--- src/rtl/rtc_irq_pkg.sv ---
package rtc_irq_pkg;
    localparam int BYTE_W   = 8;
    localparam int FIELD_N  = 3;
    localparam int SRC_N    = 3;
    localparam int WILD_W   = 2;
    // flag byte layout: software decodes these positions
    localparam int IRQ_BIT  = 7;
    localparam int PF_BIT   = 6;
    localparam int AF_BIT   = 5;
    localparam int UF_BIT   = 4;
    // source index order inside ctrl_en / source vectors
    localparam int SRC_PF   = 2;
    localparam int SRC_AF   = 1;
    localparam int SRC_UF   = 0;

    typedef struct packed {
        logic irq;
        logic pf;
        logic af;
        logic uf;
    } flag_state_t;
endpackage

--- src/rtl/rtc_alarm_cmp.sv ---
module rtc_alarm_cmp #(
    parameter int W = 8,
    parameter int N = 3,
    parameter int WILD_W = 2
) (
    input  logic [N-1:0][W-1:0] cur,
    input  logic [N-1:0][W-1:0] alm,
    output logic [N-1:0]        field_hit,
    output logic                all_hit
);
    localparam int WILD_LO = W - WILD_W;

    for (genvar i = 0; i < N; i++) begin : g_field
        logic wild;
        logic equal;
        always_comb begin
            wild         = &alm[i][W-1:WILD_LO];
            equal        = (alm[i] == cur[i]);
            field_hit[i] = wild | equal;
        end
    end

    assign all_hit = &field_hit;
endmodule

--- src/rtl/rtc_irq_qual.sv ---
module rtc_irq_qual #(
    parameter int N = 3
) (
    input  logic [N-1:0] flags,
    input  logic [N-1:0] en,
    output logic         pending
);
    logic [N-1:0] masked;

    for (genvar s = 0; s < N; s++) begin : g_src
        assign masked[s] = flags[s] & en[s];
    end

    assign pending = |masked;
endmodule

--- src/rtl/rtc_flag_reg.sv ---
module rtc_flag_reg
    import rtc_irq_pkg::*;
(
    input  logic              clk,
    input  logic              rst_n,
    input  logic [SRC_N-1:0]  set_src,
    input  logic [SRC_N-1:0]  en,
    input  logic              clr,
    output flag_state_t       st_q
);
    flag_state_t st_d;
    logic [SRC_N-1:0] flags_d;
    logic pend_d;

    always_comb begin
        flags_d[SRC_PF] = set_src[SRC_PF] | (st_q.pf & ~clr);
        flags_d[SRC_AF] = set_src[SRC_AF] | (st_q.af & ~clr);
        flags_d[SRC_UF] = set_src[SRC_UF] | (st_q.uf & ~clr);
    end

    rtc_irq_qual #(.N(SRC_N)) i_qual (
        .flags   (flags_d),
        .en      (en),
        .pending (pend_d)
    );

    always_comb begin
        st_d     = st_q;
        st_d.pf  = flags_d[SRC_PF];
        st_d.af  = flags_d[SRC_AF];
        st_d.uf  = flags_d[SRC_UF];
        st_d.irq = pend_d;
    end

    always_ff @(posedge clk) begin
        if (!rst_n) st_q <= '0;
        else        st_q <= st_d;
    end

    // a read with no new events empties every flag
    assert_read_clears_R8: assert property (@(posedge clk) disable iff (!rst_n)
        (clr && set_src == '0) |=> (st_q.pf == 1'b0 && st_q.af == 1'b0 && st_q.uf == 1'b0));

    // an event coinciding with a read survives
    assert_event_kept_R9: assert property (@(posedge clk) disable iff (!rst_n)
        (clr && set_src[SRC_PF]) |=> st_q.pf);

    // a pending enabled flag with stable enables keeps the summary bit
    assert_summary_hold_R7: assert property (@(posedge clk) disable iff (!rst_n)
        (st_q.irq && !clr && $stable(en)) |=> st_q.irq);
endmodule

--- src/rtl/rtc_irq_flags.sv ---
module rtc_irq_flags
    import rtc_irq_pkg::*;
(
    input  logic        clk,
    input  logic        rst_n,
    input  logic [7:0]  cur_sec,
    input  logic [7:0]  cur_min,
    input  logic [7:0]  cur_hour,
    input  logic [7:0]  alm_sec,
    input  logic [7:0]  alm_min,
    input  logic [7:0]  alm_hour,
    input  logic        upd_done,
    input  logic        per_tick,
    input  logic [2:0]  ctrl_en,
    input  logic        flag_rd,
    output logic [7:0]  flag_byte,
    output logic        irq_n
);
    logic [FIELD_N-1:0][BYTE_W-1:0] cur_vec;
    logic [FIELD_N-1:0][BYTE_W-1:0] alm_vec;
    logic [FIELD_N-1:0]             field_hit;
    logic                           all_hit;
    logic [SRC_N-1:0]               set_src;
    flag_state_t                    st_q;

    assign cur_vec = {cur_hour, cur_min, cur_sec};
    assign alm_vec = {alm_hour, alm_min, alm_sec};

    rtc_alarm_cmp #(.W(BYTE_W), .N(FIELD_N), .WILD_W(WILD_W)) i_cmp (
        .cur       (cur_vec),
        .alm       (alm_vec),
        .field_hit (field_hit),
        .all_hit   (all_hit)
    );

    always_comb begin
        set_src         = '0;
        set_src[SRC_PF] = per_tick;
        set_src[SRC_AF] = upd_done & all_hit;
        set_src[SRC_UF] = upd_done;
    end

    rtc_flag_reg i_flags (
        .clk     (clk),
        .rst_n   (rst_n),
        .set_src (set_src),
        .en      (ctrl_en),
        .clr     (flag_rd),
        .st_q    (st_q)
    );

    always_comb begin
        flag_byte          = '0;
        flag_byte[IRQ_BIT] = st_q.irq;
        flag_byte[PF_BIT]  = st_q.pf;
        flag_byte[AF_BIT]  = st_q.af;
        flag_byte[UF_BIT]  = st_q.uf;
        irq_n              = ~st_q.irq;
    end

    assert_update_flag_R2: assert property (@(posedge clk) disable iff (!rst_n)
        upd_done |=> flag_byte[4]);

    assert_periodic_flag_R3: assert property (@(posedge clk) disable iff (!rst_n)
        per_tick |=> flag_byte[6]);

    assert_all_wild_R5: assert property (@(posedge clk) disable iff (!rst_n)
        (upd_done && alm_sec[7:6] == 2'b11 && alm_min[7:6] == 2'b11 && alm_hour[7:6] == 2'b11)
        |=> flag_byte[5]);

    assert_alarm_hold_R6: assert property (@(posedge clk) disable iff (!rst_n)
        (!upd_done && !flag_rd) |=> (flag_byte[5] == $past(flag_byte[5])));

    assert_low_zero_R10: assert property (@(posedge clk) disable iff (!rst_n)
        flag_byte[3:0] == 4'h0);

    assert_irq_held_R11: assert property (@(posedge clk) disable iff (!rst_n)
        (!irq_n && !flag_rd && $stable(ctrl_en)) |=> !irq_n);
endmodule

--- config.mk ---
export PLATFORM = sky130hd
export DESIGN_NAME = rtc_irq_flags
export DESIGN_NICKNAME = d
export VERILOG_FILES = /design/src/rtl/rtc_irq_pkg.sv /design/src/rtl/rtc_alarm_cmp.sv /design/src/rtl/rtc_irq_qual.sv /design/src/rtl/rtc_flag_reg.sv /design/src/rtl/rtc_irq_flags.sv
export SDC_FILE = /design/constraint.sdc
export NUM_CORES = 1
export LEC_CHECK = 0
export ABC_AREA = 1
export CORE_MARGIN = 5
export CORE_UTILIZATION = 31
export DETAILED_ROUTE_END_ITERATION = 7
export GPL_TIMING_DRIVEN = 0
export MAX_ROUTING_LAYER = met4
export PLACE_DENSITY = 0.85
export SETUP_SLACK_MARGIN = 0.02
export SYNTH_ARGS = -nofsm -noshare
export SYNTH_HDL_FRONTEND = slang
export SYNTH_HIERARCHICAL = 1
export SYNTH_SLANG_ARGS = --single-unit
--- constraint.sdc ---
create_clock -name clk -period 2.15 [get_ports clk]
set_input_delay 0.43 -clock clk [delete_from_list [all_inputs] [get_ports clk]]
set_output_delay 0.43 -clock clk [all_outputs]
set_load 0.1 [all_outputs]
==> impl_metrics.tcl <==
set metrics [dict create \
    finalSetupViolCount 0 \
    htree_levels 1 \
    insertedDiodeCount 0 \
    max_freq_mhz 538 \
    netlist_area_um2 637 \
    fin_util_pct 66.4 \
    crit_path_end_kind "output port" \
    cts_buffers 3 \
    critical_path.max_stage_delay_ps 870 \
    slowest_stage "dlygate4sd2_1" \
    holdWs_ps 499 \
    cts_tree "built" \
    postSynthAreaPerCell_um2 5.09 \
    ant_nets 0 \
    grt_pass1_vias 851 \
    tightest_slew_ps 966 \
    critPathKind "reg2out" \
    p_leak_nw 0.706 \
    die_w_um 55.3 \
    post_cts.repair.setup_buffers 0 \
    nFillCells 208 \
    overflow 0 \
    rsz0062_at_grt "no" \
    crit_required_ps 1720 \
    fp.coreArea_um2 1960 \
    vias_per_cell 4.00 \
    drt-total-wl_um 2060 \
    fin_area_um2 1300 \
    final_nets 249 \
    slew_violations 0 \
    largest-register "i_flags/st_q" \
    rows 16 \
    period_minus_slack_ps 1860 \
    drv_cap 0 \
    dpl.hpwl_um 1900 \
    grt_pass1_wl_um 3300 \
    cts_buffer_depth 2 \
    clock-sinks 4 \
    drive_above_1_share_pct 6.81 \
    final_common_cell "clkdlybuf4s50_1" \
    status "finished clean" \
    die_y_um 55.3 \
    clock_skew_ps 1.95 \
    min_path_type "reg2reg" \
    drc_errors 0 \
    layout_common_cells "clkdlybuf4s50_1 (55), nand2_1 (54), inv_1 (27)" \
    port_buffers 60 \
    path_buf_inv 1 \
    largest_register_ffs 4 \
    critPathArrivalTime_ps 1430 \
    dieArea_um2 3060 \
    yosys_warnings 6 \
    crit_family "buffers and inverters" \
    finalCritPeriodShare_pct 86.5 \
    grt_max_degree 4 \
    crit_path_cell_trace "dlygate4sd2_1" \
    grtUsageTotal_pct 13.5 \
    start_kind "flip-flop" \
    max_slew_margin_pct 35.5 \
    ir_drop_mv 0.213 \
    syn_to_final_growth_pct 105 \
    syn-instance-count 125 \
    antenna_found_initial 0 \
    hold_viol 0 \
    p_per_area_nw_per_um2 336 \
    firstDrtPassIters 4 \
    placed_area_um2 1280 \
    cts-root-buf "clkbuf_4" \
    initialDrtViolationCount 9 \
    place.gp.congestion 0.714 \
    vias 872 \
    largestRegisters "i_flags/st_q (4)" \
    setup-tns-final_ps 0 \
    wl_per_cell_um 9.46 \
    clk_pin_slew_worst_paths_ps 30 \
    clk_latency_ps 230 \
    cp_max_fo 2 \
    initial_utilization_pct 32.5 \
    num_io_pins 65 \
]
power breakdown:
part / internal [mW] / switching (mW) / leakage, nW
Clock: 0.0624 / 0.0298 / 0.0138
Combinational: 0.132 / 0.132 / 0.659
Sequential: 0.0786 / 0.00184 / 0.0331
Total: 0.273 / 0.164 / 0.706
path summary, 6_finish.rpt:
path | slack, ps | start | depth (start not counted) | to
hold / removal | 500 | i_flags/st_q[0] | 2 | i_flags/st_q[0]
hold reg to reg | 500 | i_flags/st_q[0] | 2 | i_flags/st_q[0]
setup / recovery | 290 | i_flags/st_q[0] | 1 | flag_byte[4]
setup reg to reg | 1350 | i_flags/st_q[0] | 6 | i_flags/st_q[3]
routing by layer:
| metal | vias up | wire length, µm | global-route usage [%] |
|---|---|---|---|
| met5 | - | 0 | - |
| met1 | 355 | 689 | 10.8 |
| li1 | 477 | - | - |
| met4 | 0 | 6 | 4.86 |
| met3 | 2 | 152 | 3.50 |
| met2 | 38 | 1210 | 28.2 |
per-stage QoR:
stage	power [mW]	worst slack [ps]	cells
after floorplan	0.220	110	128
after global placement	0.342	251	215
after detailed placement	0.349	172	215
after CTS	0.442	22.8	218
after global routing	0.462	225	218
final	0.437	290	218
repair_timing:
action / 4_1_cts / 5_1_grt
pin swaps: 0 / 0
resized for setup: 4 / 1
hold buffers: 0 / 0
endpoints found under the setup margin: 4 / 1
final cells by class:
class | count | area, µm² | share of cell area, %
inverters | 28 | 105 | 8.07
well taps | 27 | 33.8 | 2.59
plain buffers | 4 | 30.0 | 2.31
clock buffers | 3 | 22.5 | 1.73
multi-input cells | 92 | 433 | 33.2
flip-flops and latches | 4 | 80.1 | 6.15
repair buffers | 60 | 598 | 45.9
Power figures use the tool's default switching activity.
